File: src/rtl/ld_format_pkg.sv
package ld_format_pkg;
  typedef enum logic [2:0] {
    LK_SBYTE = 3'd0,
    LK_UBYTE = 3'd1,
    LK_SHALF = 3'd2,
    LK_UHALF = 3'd3,
    LK_WORD  = 3'd4,
    LK_UPIMM = 3'd5,
    LK_RSV6  = 3'd6,
    LK_RSV7  = 3'd7
  } ld_kind_e;

  function automatic logic is_mem_kind(input ld_kind_e k);
    return (k == LK_SBYTE) || (k == LK_UBYTE) || (k == LK_SHALF) ||
           (k == LK_UHALF) || (k == LK_WORD);
  endfunction
endpackage

File: src/rtl/ld_rst_sync.sv
module ld_rst_sync (
  input  logic clk,
  input  logic rst_n,
  output logic rst_sync_n
);
  logic stage_q;

  always_ff @(posedge clk or negedge rst_n) begin
    if (!rst_n) begin
      stage_q    <= 1'b0;
      rst_sync_n <= 1'b0;
    end else begin
      stage_q    <= 1'b1;
      rst_sync_n <= stage_q;
    end
  end
endmodule

File: src/rtl/ld_agen.sv
module ld_agen #(
  parameter int ADDR_W = 32,
  parameter int IMM_W  = 16
) (
  input  logic [ADDR_W-1:0] base,
  input  logic [IMM_W-1:0]  imm,
  output logic [ADDR_W-1:0] addr
);
  localparam int EXT_W = ADDR_W - IMM_W;

  logic [ADDR_W-1:0] imm_sx;

  always_comb begin
    imm_sx = {{EXT_W{imm[IMM_W-1]}}, imm};
    addr   = base + imm_sx;
  end
endmodule

File: src/rtl/ld_align_chk.sv
module ld_align_chk
  import ld_format_pkg::*;
#(
  parameter int LANE_W = 2
) (
  input  ld_kind_e          kind,
  input  logic [LANE_W-1:0] offs,
  output logic              misal
);
  always_comb begin
    unique case (kind)
      LK_SHALF, LK_UHALF: misal = offs[0];
      LK_WORD:            misal = |offs;
      default:            misal = 1'b0;
    endcase
  end
endmodule

File: src/rtl/ld_lane_fmt.sv
module ld_lane_fmt
  import ld_format_pkg::*;
#(
  parameter int DATA_W = 32,
  parameter int IMM_W  = 16
) (
  input  ld_kind_e                      kind,
  input  logic [$clog2(DATA_W/8)-1:0]   offs,
  input  logic [DATA_W-1:0]             rdata,
  input  logic [IMM_W-1:0]              imm,
  output logic [DATA_W-1:0]             fmt
);
  localparam int NBYTES = DATA_W / 8;
  localparam int NHALF  = DATA_W / 16;
  localparam int LANE_W = $clog2(NBYTES);

  logic [7:0]  byte_ln [NBYTES];
  logic [15:0] half_ln [NHALF];

  genvar g;
  generate
    for (g = 0; g < NBYTES; g++) begin : g_byte
      assign byte_ln[g] = rdata[8*g +: 8];
    end
    for (g = 0; g < NHALF; g++) begin : g_half
      assign half_ln[g] = rdata[16*g +: 16];
    end
  endgenerate

  logic [7:0]  sel_b;
  logic [15:0] sel_h;

  always_comb begin
    sel_b = byte_ln[offs];
    sel_h = half_ln[offs[LANE_W-1:1]];
    unique case (kind)
      LK_SBYTE: fmt = {{(DATA_W-8){sel_b[7]}}, sel_b};
      LK_UBYTE: fmt = {{(DATA_W-8){1'b0}}, sel_b};
      LK_SHALF: fmt = {{(DATA_W-16){sel_h[15]}}, sel_h};
      LK_UHALF: fmt = {{(DATA_W-16){1'b0}}, sel_h};
      LK_WORD:  fmt = rdata;
      LK_UPIMM: fmt = {imm, {(DATA_W-IMM_W){1'b0}}};
      default:  fmt = '0;
    endcase
  end
endmodule

File: src/rtl/ld_format_unit.sv
module ld_format_unit
  import ld_format_pkg::*;
#(
  parameter int DATA_W = 32,
  parameter int ADDR_W = 32,
  parameter int IMM_W  = 16
) (
  input  logic              clk,
  input  logic              rst_n,
  input  logic              en,
  input  logic [2:0]        kind,
  input  logic [ADDR_W-1:0] base,
  input  logic [IMM_W-1:0]  imm,
  input  logic [DATA_W-1:0] rdata,
  output logic [ADDR_W-1:0] addr,
  output logic              rd_en,
  output logic [DATA_W-1:0] result_q,
  output logic              misal_q,
  output logic              vld_q
);
  localparam int LANE_W = $clog2(DATA_W / 8);

  logic              rst_sync_n;
  ld_kind_e          kind_e;
  logic              misal;
  logic [DATA_W-1:0] fmt;
  logic [DATA_W-1:0] result_d;
  logic              misal_d;
  logic              vld_d;

  assign kind_e = ld_kind_e'(kind);

  ld_rst_sync u_rst_sync (
    .clk        (clk),
    .rst_n      (rst_n),
    .rst_sync_n (rst_sync_n)
  );

  ld_agen #(.ADDR_W(ADDR_W), .IMM_W(IMM_W)) u_agen (
    .base (base),
    .imm  (imm),
    .addr (addr)
  );

  ld_align_chk #(.LANE_W(LANE_W)) u_align (
    .kind  (kind_e),
    .offs  (addr[LANE_W-1:0]),
    .misal (misal)
  );

  ld_lane_fmt #(.DATA_W(DATA_W), .IMM_W(IMM_W)) u_lane (
    .kind  (kind_e),
    .offs  (addr[LANE_W-1:0]),
    .rdata (rdata),
    .imm   (imm),
    .fmt   (fmt)
  );

  // Read strobe: a memory kind that is aligned and requested.
  assign rd_en = en && is_mem_kind(kind_e) && !misal;

  // Next-state logic with explicit clock enable.
  always_comb begin
    result_d = result_q;
    misal_d  = misal_q;
    vld_d    = en;
    if (en) begin
      result_d = misal ? '0 : fmt;
      misal_d  = misal;
    end
  end

  always_ff @(posedge clk or negedge rst_sync_n) begin
    if (!rst_sync_n) begin
      result_q <= '0;
      misal_q  <= 1'b0;
      vld_q    <= 1'b0;
    end else begin
      result_q <= result_d;
      misal_q  <= misal_d;
      vld_q    <= vld_d;
    end
  end
endmodule

File: config.mk
export PLATFORM = sky130hd
export DESIGN_NAME = ld_format_unit
export DESIGN_NICKNAME = d
export VERILOG_FILES = /design/src/rtl/ld_format_pkg.sv /design/src/rtl/ld_rst_sync.sv /design/src/rtl/ld_agen.sv /design/src/rtl/ld_align_chk.sv /design/src/rtl/ld_lane_fmt.sv /design/src/rtl/ld_format_unit.sv
export SDC_FILE = /design/constraint.sdc
export NUM_CORES = 1
export LEC_CHECK = 0
export ABC_AREA = 1
export BUFFER_PORTS_ARGS = -buffer_cell sky130_fd_sc_hd__buf_2
export CAP_MARGIN = 15
export CORE_MARGIN = 2
export CORE_UTILIZATION = 35
export DETAILED_ROUTE_END_ITERATION = 12
export PLACE_DENSITY = 0.56
export SKIP_LAST_GASP = 1
export SYNTH_ARGS = -nofsm -noshare
export SYNTH_HDL_FRONTEND = slang
export SYNTH_SLANG_ARGS = --single-unit
File: constraint.sdc
create_clock -name clk -period 2.2 [get_ports clk]
set_clock_uncertainty 0.1 [all_clocks]
set_input_delay 0.33 -clock clk [delete_from_list [all_inputs] [get_ports clk]]
set_output_delay 0.33 -clock clk [all_outputs]
set_load 0.05 [all_outputs]
# == Yosys cells after proc, flatten, opt, wreduce, memory -nomap -nowiden ==
# Cells that the tools add are included.
# word_totals
mem_bits_ro,0
ramBits,0
regBits,36
memories,0
elab_cells,34
latch_bits,0
input_bits,86
out_inout_bits,67
# classes
div,0
bitwise_logic,2
mul,0
n_eq_ne,5
n_shift,0
reduce_logical,10
order_cmp,2
n_mux,9
addsub,1
# ops
op,n
$pmux 32 s6,1
$mux 16,3
$add 32x32->32,1
$mux 32,1
$bmux 8 s2,1
$mux 8,2
$eq 3x2->1 const B,2
$eq 3x3->1 const B,2
$logic_or 1x1->1,4
$reduce_or 2->1,2
$eq 3x1->1 const B,1
$ge 3x3->1 const B,1
$logic_not 3->1,1
$not 2->3,1
$ge 2x2->1 const B,1
$logic_and 1x1->1,2
$not 1->2,1
$pmux 1 s2,1
$logic_not 1->1,1

# == Logic depth before layout (Yosys ltp) ==
# Gate-level depths: netlist of run 1.
# depth
word_depth,7
ltp_mapped,12
depth_no_buf,12

# == Hierarchy ==
# A second synthesis of run 1 with hierarchy kept.
# hier_totals
cells_unflattened,968
area_unflattened_um2,5181.2
# modules_own_cells
module,area_per_inst_um2,seq_area_each_um2,instances,cells_each
ld_agen,2384.8,0.0,1,494
ld_lane_fmt,1375.1,0.0,1,319
ld_format_unit,1336.3,850.8,1,145
ld_rst_sync,53.8,50.0,1,3
ld_align_chk,31.3,0.0,1,7

# == Least setup slack after synthesis of run 1 ==
# Ideal clock, no wire load.
# synth_timing
path_type,input to output
from,input base[0]
to,output addr[16]
path_slack_ps,-483
required_ps,1770
arrival_ps,2253
stages,11
n_path_buf,0
path_cell_list,ha_1 inv_1 fa_1 inv_1 nand3_1 nand3_1 nand2_1 nand2_1 nand3_1 nand2_1 xor2_1
# synth_between
elab_chain_len,1
# synth_rtl
element,line,rtl
start: declaration,ld_format_unit.sv:12,"input logic [ADDR_W-1:0] base,"
$add 32x32->32,ld_agen.sv:15,addr = base + imm_sx;
end: declaration,ld_format_unit.sv:15,"output logic [ADDR_W-1:0] addr,"
# Every way passes these cells.

# == Worst setup path in the final report of run 1 ==
# Ends and elaborated chain as after synthesis.

==> results of run 1 <==
sequential cells by signal, indices dropped and copies added, names as in the netlist:
name,count
result_q,32
vld_q,1
u_rst_sync.stage_q,1
u_rst_sync.rst_sync_n,1
misal_q,1
cells by family after synthesis:
logic type	count (synthesis)
simple gates	524
buf+inv	165
compound gates	68
flops	36
fa+ha+maj	32
xor+xnor	16
other cells	1
Yosys cell counts:
| library cell | n |
|---|---|
| a21oi_1 | 24 |
| o211ai_1 | 7 |
| buf_4 | 2 |
| nand3_2 | 1 |
| nand3_1 | 52 |
| a21o_1 | 1 |
| inv_2 | 2 |
| xor2_1 | 13 |
| conb_1 | 1 |
| buf_6 | 3 |
| nor2_1 | 57 |
| or2_2 | 1 |
| o21ai_1 | 2 |
| o211ai_4 | 1 |
| ha_1 | 31 |
| xnor2_1 | 3 |
| clkbuf_2 | 2 |
| nand4_1 | 4 |
| fa_1 | 1 |
| and3_1 | 1 |
| o21ai_0 | 28 |
| inv_1 | 145 |
| dfrtp_1 | 36 |
| clkbuf_1 | 7 |
| o21bai_1 | 1 |
| o21a_1 | 1 |
| nor3_1 | 6 |
| nand2_1 | 402 |
| o21ai_2 | 1 |
| o221ai_1 | 1 |
| buf_2 | 4 |
| a21oi_4 | 1 |
power breakdown:
part,internal (uW),switching [uW]
logic,1050,1700
clock network,451,276
registers,729,36.6
worst min path at each step:
stage,startpoint,to,slack [ns],depth (start not counted)
2_1_floorplan,rst_n,u_rst_sync.rst_sync_n,-0.07,0
3_3_place_gp,rst_n,u_rst_sync.rst_sync_n,0.02,1
3_5_place_dp,rst_n,u_rst_sync.rst_sync_n,0.02,1
4_1_cts,en,vld_q,0.12,1
5_1_grt,en,vld_q,0.13,1
6_report,en,vld_q,0.13,1
layer usage:
metal	wire [microns]	global-route usage	vias up	share of wire
li1	-	-	3025	-
met1	7396	0.3028	2613	0.43
met2	8650	0.4028	147	0.51
met3	826	0.02317	19	0.048
met4	237	0.05346	0	0.014
met5	0	0	-	0
metrics by stage:
stage                     hold WS (ns)  TNS (ns)  instance area, sq um  std cells  worst slack, ns
after floorplan               -0.06559   -0.8461                  4780        842          -0.2474
after CTS                       0.1209   -0.4585                  7259       1246          -0.1193
final                           0.1258   -0.1883                  7921       1253         -0.06794
after global routing            0.1310    -1.189                  7921       1253          -0.1301
after detailed placement       0.01694    -11.29                  6360       1234          -0.3585
after global placement         0.01707    -10.72                  6360       1234          -0.3211
timing repair:
action	4_1_cts	5_1_grt
setup endpoints to repair	29	29
hold buffers	1	0
hold endpoints to repair	2	0
cloned	0	1
buffers inserted	3	7
pin swaps	21	67
gates resized for setup	139	170
critical path, stage by stage:
cell and delay (ns):
buf_8 0.08, ha_4 0.13, inv_2 0.04, fa_2 0.34, inv_2 0.09, nand3_2 0.09
nand3_4 0.11, nand2_4 0.06, nand2_4 0.07, nand3_2 0.07, nand2_2 0.07, xor2_2 0.18
buf_6 0.18
cell type report:
| type | count | area (sq um) |
|---|---|---|
| fillers | 1211 | 4750 |
| clock inverters | 1 | 7.507 |
| repair buffers | 249 | 1889 |
| flip-flops and latches | 36 | 900.9 |
| inverters | 147 | 556.8 |
| clock buffers | 7 | 142.6 |
| multi-input cells | 641 | 4209 |
| well taps | 172 | 215.2 |
==> reports/results.txt, run 1 <==
Largest family of logic cells by synthesized area: simple AND/OR/NAND/NOR gates
Failing checks: negative setup slack
Row cnt: 41
GP Congestion: 0.8766
Reg clk slew, reported paths: 0.06 ns
Peak VDD IR: 313.5 uV
Area leader, netlist: nand2_1
Req. time, crit path: 1.77 ns
Clock tree buffer depth: 2
Status: finished with violations
Port bufs: 152
Via count: 5804
First-pass DRT Iterations: 5
Leakage power: 0.004524 uW
Synth Area in Compound Gates: 0.08760
Final wirelength: 17110 microns
Most frequent cells in the layout: nand2_1 (315), inv_1 (137), buf_2 (114), buf_4 (88), nand2_2 (61)
H-tree Lvls: 2
Nets: 1198
Synth Area in Adders: 0.08924
Detailed Place HPWL: 13110 microns
Initial antenna violation count: 0
Yosys reg bits: 36
First DRT Iteration DRCs: 447
Simple-gate share of the synthesized area: 0.4509
Finish-stage setup viols: 7
Synthesis-to-finish area growth: 73.31%
Area share of xor/xnor cells in the synthesized design: 0.03066
Mapped Avg Cell Area: 5.428 sq um
DRT antenna net count: 0
Share of the synthesized area in the top cell type: 0.3301
R2r endpoint: misal_q
Worst setup path startpoint: base[0]
WS Path Type: in2out
IO Count: 153
Die Y: 118.3 microns
Distinct cells, synth: 32
Vias in the first global route: 5495
Fmax: 440.9 MHz
Synthesized net count: 960
Core area: 12670 sq um
Mux contribution to synthesized area: 0
Total grt overflow: 0
CTS tree: yes
Sequential area share after synthesis: 0.1971
Hold crit path type: in2reg
Vias/cell: 4.632
Largest net degree at the start of global routing: 35
Final cycle utilization of the critical path: 1.031
Total power: 4243 uW
PD cells: 535.6 nW/um^2
DIE WIDTH: 118.3 microns
Max-cap violations: 0
Final WS setup: -0.06794 ns
Fin. max-slew vios: 0
First-pass GRT wire length: 26320 microns
Synth Instances: 842
Crit start category: input port
Fin crit period: 2.268 ns
Commonest non-fill, non-tap cell in the layout: nand2_1
Worst-skew pair later-pin latency: 0.28 ns
Crit path to: addr[16]
WP data arrival: 1.84 ns
RSZ-0062 raised after global routing: true
Fin. Hold Viols: 0
Initial core utilization: 0.3607
Avg WL per Cell: 13.66 microns
Clk sinks: 36
Ys Warns: 0
R2R Setup Slk: 1.42 ns
FF-to-FF path depth: 1
DR DRC count: 0
Total GRT Usage: 0.2298
R2r startpoint: misal_q
Inserted Diodes: 0
Ranking of synthesized cells by area: nand2_1 (33%), dfrtp_1 (20%), inv_1 (12%), ha_1 (8.5%), nand3_1 (5.7%)
Clock tree root buffer cell: clkbuf_16
DIE AREA: 13990 sq um
CP Capture Type: primary output
Crit Path Max Fanout: 3
Layout cells sized above 1: 0.4228
Final core occ: 0.6252
Synth Cell Area: 4571 sq um
CTS buffer count: 5
Power figures use the tool's default switching activity.
==> run 2: changes to the inputs <==
--- a/config.mk
+++ b/config.mk
@@ -7,11 +7,14 @@
 export LEC_CHECK = 0
 export ABC_AREA = 1
 export BUFFER_PORTS_ARGS = -buffer_cell sky130_fd_sc_hd__buf_2
-export CAP_MARGIN = 15
+export CAP_MARGIN = 20
+export CELL_PAD_IN_SITES_DETAIL_PLACEMENT = 0
+export CELL_PAD_IN_SITES_GLOBAL_PLACEMENT = 1
 export CORE_MARGIN = 2
-export CORE_UTILIZATION = 35
+export CORE_UTILIZATION = 34
 export DETAILED_ROUTE_END_ITERATION = 12
-export PLACE_DENSITY = 0.56
+export GPL_TIMING_DRIVEN = 0
+export PLACE_DENSITY = 0.8
 export SKIP_LAST_GASP = 1
 export SYNTH_ARGS = -nofsm -noshare
 export SYNTH_HDL_FRONTEND = slang
==> run 2 against run 1 <==
Against the previous run: the run still ends with negative setup slack left; first-iteration DRC count is 23% lower; critical path type unchanged; final cell count is 3.3% lower; fmax is 0.61% higher; global-route usage is 0.10 points lower; sequential power hardly changed; sequential cell count stayed put; clock power hardly changed; design area is 5.1% lower; critical endpoint unchanged; via count is 0.88% lower; sequential share of layout area is 0.62 points higher; non-clock buffer count is 44 lower; worst hold slack better by 0.0048 ns.
==> reports/results.txt, run 2 (same netlist as run 1, synthesis figures left out) <==
Total grt overflow: 0 (unchanged)
Status: finished with violations (unchanged)
Worst setup path startpoint: imm[0] (was base[0])
Fmax: 443.6 MHz (was 440.9 MHz)
Inserted Diodes: 0 (unchanged)
IO Count: 153 (unchanged)
Leakage power: 0.004291 uW (was 0.004524 uW)
Area of the multi-input gates: 4109 sq um (was 4209 sq um)
Hold crit path type: reg2async (was in2reg)
PD cells: 547.4 nW/um^2 (was 535.6 nW/um^2)
WP data arrival: 1.82 ns (was 1.84 ns)
CP Capture Type: primary output (unchanged)
Fin. Hold Viols: 0 (unchanged)
DRT antenna net count: 0 (unchanged)
Peak VDD IR: 345.7 uV (was 313.5 uV)
Avg WL per Cell: 14.27 microns (was 13.66 microns)
Placed Area: 5788 sq um (was 6360 sq um)
Crit Path Max Fanout: 3 (unchanged)
Layout cells sized above 1: 0.3707 (was 0.4228)
Synthesis-to-finish area growth: 64.41% (was 73.31%)
Fin crit period: 2.254 ns (was 2.268 ns)
Clock tree root buffer cell: clkbuf_16 (unchanged)
Most frequent cells in the layout: nand2_1 (335), inv_1 (134), buf_2 (111), nand2_2 (41) (was nand2_1 (315), inv_1 (137), buf_2 (114), buf_4 (88), nand2_2 (61))
Max reg flops: 32 (unchanged)
Initial core utilization: 0.3465 (was 0.3607)
Detailed Place HPWL: 13610 microns (was 13110 microns)
Req. time, crit path: 1.77 ns (about the same)
Core area: 13190 sq um (was 12670 sq um)
Max-cap violations: 0 (unchanged)
DIE AREA: 14390 sq um (was 13990 sq um)
RSZ-0062 raised after global routing: true (unchanged)
Initial antenna violation count: 0 (unchanged)
Register area: 900.9 sq um (unchanged)
H-tree Lvls: 2 (unchanged)
Design area: 7515 sq um (was 7921 sq um)
First-pass GRT wire length: 26220 microns (was 26320 microns)
Crit start category: input port (unchanged)
Nets: 1154 (was 1198)
Crit path to: addr[16] (unchanged)
Largest net degree at the start of global routing: 24 (was 35)
DIE WIDTH: 119.9 microns (was 118.3 microns)
WS Path Type: in2out (unchanged)
Reg clk slew, reported paths: 0.06 ns (about the same)
Die Y: 119.9 microns (was 118.3 microns)
TNS Setup: -0.2661 ns (was -0.1883 ns)
Final WS setup: -0.05421 ns (was -0.06794 ns)
Vias/cell: 4.747 (was 4.632)
R2r endpoint: result_q[0] (was misal_q)
Via count: 5753 (was 5804)
First DRT Iteration DRCs: 346 (was 447)
Commonest non-fill, non-tap cell in the layout: nand2_1 (unchanged)
Failing checks: negative setup slack (unchanged)
Rel. slew slack: 0.5921
Row cnt: 42 (was 41)
Worst-skew pair later-pin latency: 0.27 ns (was 0.28 ns)
Clock tree buffer depth: 2 (unchanged)
R2R Setup Slk: 1.35 ns (was 1.42 ns)
GP Congestion: 0.8888 (was 0.8766)
FF-to-FF path depth: 1 (unchanged)
Finish-stage setup viols: 10 (was 7)
Least-Margin Pin Slew: 0.6078 ns
Total GRT Usage: 0.2288 (was 0.2298)
Fin. max-slew vios: 0 (unchanged)
First-pass DRT Iterations: 4 (was 5)
CTS buffer count: 5 (unchanged)
Largest Register: result_q (unchanged)
Final cycle utilization of the critical path: 1.025 (was 1.031)
# fillers: 1326 (was 1211)
DR DRC count: 0 (unchanged)
Final wirelength: 17300 microns (was 17110 microns)
CTS tree: yes (unchanged)
Clk sinks: 36 (unchanged)
R2r startpoint: u_rst_sync.rst_sync_n (was misal_q)
Port bufs: 152 (unchanged)
Vias in the first global route: 5264 (was 5495)
-- run 2: through the flow --
| step | instances | hold WS, ns | util | setup slack (ns) | power, uW |
|---|---|---|---|---|---|
| after floorplan | 842 | -0.06559 | - | -0.2474 | 2267 |
| after global placement | 1170 | 0.01491 | 0.4367 | -0.5645 | 2781 |
| after detailed placement | 1171 | 0.01685 | 0.4388 | -0.5630 | 2784 |
| after CTS | 1190 | 0.1354 | 0.5166 | -0.1138 | 3857 |
| after global routing | 1212 | 0.1339 | 0.5697 | -0.1443 | 4341 |
| final | 1212 | 0.1307 | 0.5697 | -0.05421 | 4113 |
-- run 2: power breakdown --
group | internal, uW | total, uW | switching [uW]
combinational | 944 | 2620 | 1670
sequential | 729 | 767 | 37.6
clock | 475 | 729 | 255
total | 2150 | 4110 | 1970
-- run 2: what timing repair did --
item / CTS / global route
resized for setup: 177 / 148
endpoints found under the setup margin: 54 / 54
buffers inserted: 11 / 21
hold buffers: 1 / 0
pin swaps: 22 / 42
cloned: 0 / 1
endpoints found under the hold margin: 2 / 0
-- run 2: worst max-delay path: stages --
cell	delay, ns
buf_8	0.08
ha_4	0.13
inv_2	0.03
fa_2	0.34
inv_2	0.08
nand3_2	0.08
nand3_4	0.10
nand2_4	0.06
nand2_4	0.09
nand3_2	0.07
nand2_2	0.09
xor2_2	0.16
buf_6	0.18
-- run 2: how the worst min path moves through the flow --
stage                                     start                    end  cells after the start  slack, ns
after global placement                    rst_n  u_rst_sync.rst_sync_n                      1       0.01
final                     u_rst_sync.rst_sync_n            result_q[2]                      0       0.13
after detailed placement                  rst_n  u_rst_sync.rst_sync_n                      1       0.02
after global routing                         en                  vld_q                      1       0.13
after floorplan                           rst_n  u_rst_sync.rst_sync_n                      0      -0.07
after CTS                                    en                  vld_q                      1       0.14
-- run 2: routing by layer --
layer,track usage,wire (microns),vias up
li1,-,-,2933
met1,0.3052,7732,2605
met2,0.3888,8343,193
met3,0.02709,927,22
met4,0.06397,293,0
met5,0,0,-
-- run 2: layout make-up --
cell class | count | share of cell area
plain buffers | 18 | 0.01515
clock buffers | 7 | 0.02031
inverters | 147 | 0.07509
multi-input cells | 641 | 0.5468
flip-flops and latches | 36 | 0.1199
well taps | 176 | 0.02930
repair buffers | 187 | 0.1935
==> run 3: changes to the inputs <==
--- a/config.mk
+++ b/config.mk
@@ -15,6 +15,7 @@
 export DETAILED_ROUTE_END_ITERATION = 12
 export GPL_TIMING_DRIVEN = 0
 export PLACE_DENSITY = 0.8
+export SETUP_SLACK_MARGIN = 0.15
 export SKIP_LAST_GASP = 1
 export SYNTH_ARGS = -nofsm -noshare
 export SYNTH_HDL_FRONTEND = slang
==> run 3 against run 2 <==
Against the previous run: the run still ends with negative setup slack left; via count increased by 3.9%; critical path depth decreased by 1; sequential cell count unchanged; global-route usage increased by 2.1 points; count of clock-buffer cells in the layout unchanged; fmax decreased by 3.1%; combinational power increased by 18%; setup slack got worse by 0.072 ns; sequential share of layout area decreased by 1.7 points; register-to-register slack about the same; critical endpoint is now addr[12]; largest power group unchanged; highest routed layer unchanged.
==> reports/results.txt, run 3 (same netlist as run 1, synthesis figures left out) <==
DIE WIDTH: 119.9 microns (unchanged)
CTS buffer count: 5 (unchanged)
Leakage power: 0.004831 uW (was 0.004291 uW)
First DRT Iteration DRCs: 316 (was 346)
Design area: 8756 sq um (was 7515 sq um)
Final WS setup: -0.1260 ns (was -0.05421 ns)
Peak VDD IR: 368.9 uV (was 345.7 uV)
Max reg flops: 32 (unchanged)
CTS tree: yes (unchanged)
Rel. slew slack: 0.6050 (was 0.5921)
Clk sinks: 36 (unchanged)
Worst-skew pair later-pin latency: 0.28 ns (was 0.27 ns)
Fmax: 429.9 MHz (was 443.6 MHz)
Via count: 5977 (was 5753)
Non-filler cells, final: 1245 (was 1212)
DIE AREA: 14390 sq um (unchanged)
WS Path Type: in2out (unchanged)
Reg clk slew, reported paths: 0.06 ns (about the same)
Fin. max-slew vios: 0 (unchanged)
Clock tree buffer depth: 2 (unchanged)
Hold crit path type: reg2async (unchanged)
Synthesis-to-finish area growth: 91.57% (was 64.41%)
Failing checks: negative setup slack (unchanged)
Crit Path Max Fanout: 3 (unchanged)
Req. time, crit path: 1.77 ns (about the same)
Initial core utilization: 0.3465 (unchanged)
Fin. Hold Viols: 0 (unchanged)
Dpl ws: -0.5440 ns (was -0.5630 ns)
DRT antenna net count: 0 (unchanged)
Final cycle utilization of the critical path: 1.057 (was 1.025)
Total GRT Usage: 0.2501 (was 0.2288)
Area of the multi-input gates: 4828 sq um (was 4109 sq um)
Crit start category: input port (unchanged)
Total power: 4591 uW (was 4113 uW)
Core area: 13190 sq um (unchanged)
Placed Area: 5957 sq um (was 5788 sq um)
Vias in the first global route: 5909 (was 5264)
First-pass GRT wire length: 28880 microns (was 26220 microns)
Max-cap violations: 0 (unchanged)
Nets: 1186 (was 1154)
GP Congestion: 0.9129 (was 0.8888)
Layout cells sized above 1: 0.5112 (was 0.3707)
Die Y: 119.9 microns (unchanged)
Port bufs: 152 (unchanged)
Most frequent cells in the layout: nand2_1 (246), inv_1 (124), buf_2 (97), nand2_2 (94), nand2_4 (58) (was nand2_1 (335), inv_1 (134), buf_2 (111), nand2_2 (41))
IO Count: 153 (unchanged)
Row cnt: 42 (unchanged)
Largest Register: result_q (unchanged)
Fin crit period: 2.326 ns (was 2.254 ns)
Inst Count DP: 1171 (unchanged)
Avg WL per Cell: 15.14 microns (was 14.27 microns)
WP data arrival: 1.90 ns (was 1.82 ns)
RSZ-0062 raised after global routing: true (unchanged)
First-pass DRT Iterations: 4 (unchanged)
Total grt overflow: 0 (unchanged)
Initial antenna violation count: 0 (unchanged)
Clock tree root buffer cell: clkbuf_16 (unchanged)
H-tree Lvls: 2 (unchanged)
Detailed Place HPWL: 13360 microns (was 13610 microns)
Finish-stage setup viols: 14 (was 10)
# fillers: 1153 (was 1326)
Register area: 900.9 sq um (unchanged)
Commonest non-fill, non-tap cell in the layout: nand2_1 (unchanged)
TNS Setup: -0.9759 ns (was -0.2661 ns)
CP Capture Type: primary output (unchanged)
Largest net degree at the start of global routing: 24 (unchanged)
Status: finished with violations (unchanged)
DR DRC count: 0 (unchanged)
Vias/cell: 4.801 (was 4.747)
Final wirelength: 18850 microns (was 17300 microns)
PD cells: 524.3 nW/um^2 (was 547.4 nW/um^2)
Least-Margin Pin Slew: 0.5886 ns (was 0.6078 ns)
## run 3: worst max-delay path, cell delays in order
cell     delay [ns]
buf_8          0.08
ha_4           0.13
inv_2          0.04
fa_2           0.37
inv_2          0.08
nand3_2        0.08
nand3_4        0.10
nand3_2        0.09
nand2_4        0.13
buf_12         0.12
xor2_4         0.15
buf_6          0.18
## run 3: repair_timing
action	in CTS	in global routing
hold endpoints to repair	2	0
setup buffers	41	18
setup endpoints to repair	58	61
pin swaps	89	95
gates cloned	4	3
hold buffers	1	0
gates resized for setup	337	196
## run 3: layer usage
metal  vias to the layer above  part of all wire  GRT usage
met5                         -                 0          0
met1                      2752              0.45     0.3404
met2                       192              0.49     0.4244
met4                         0             0.014    0.05147
li1                       3008                 -          -
met3                        25             0.054    0.03137
## run 3: metrics by stage
step                      hold WS [ns]  utilization
after CTS                       0.1404       0.5910
after detailed placement       0.01759       0.4516
after global placement         0.01629       0.4495
final                           0.1363       0.6638
after floorplan               -0.06559            -
after global routing            0.1406       0.6636
## run 3: layout make-up
type	instances	area share
multi-input combinational	641	0.5514
timing repair buffer	219	0.2198
sequential	36	0.1029
inverter	147	0.06388
tap	176	0.02515
buffer	18	0.01915
clock buffer	7	0.01743
antenna	1	0.0002858
## run 3: final timing paths
kind                                  startpoint           end  cells after the start  slack [ns]
max                                       imm[0]      addr[12]                     12       -0.13
min                        u_rst_sync.rst_sync_n  result_q[18]                      0        0.14
max reg2reg                u_rst_sync.rst_sync_n  result_q[23]                      1        1.34
min reg2reg                u_rst_sync.rst_sync_n  result_q[18]                      0        0.14
max in group asynchronous  u_rst_sync.rst_sync_n  result_q[23]                      1        1.34
min in group clk                              en         vld_q                      1        0.14
## run 3: where the power goes
| group | switching [uW] | internal, uW | total, uW |
|---|---|---|---|
| Combinational | 1880 | 1200 | 3080 |
| Clock | 268 | 475 | 743 |
| Sequential | 39.2 | 729 | 768 |
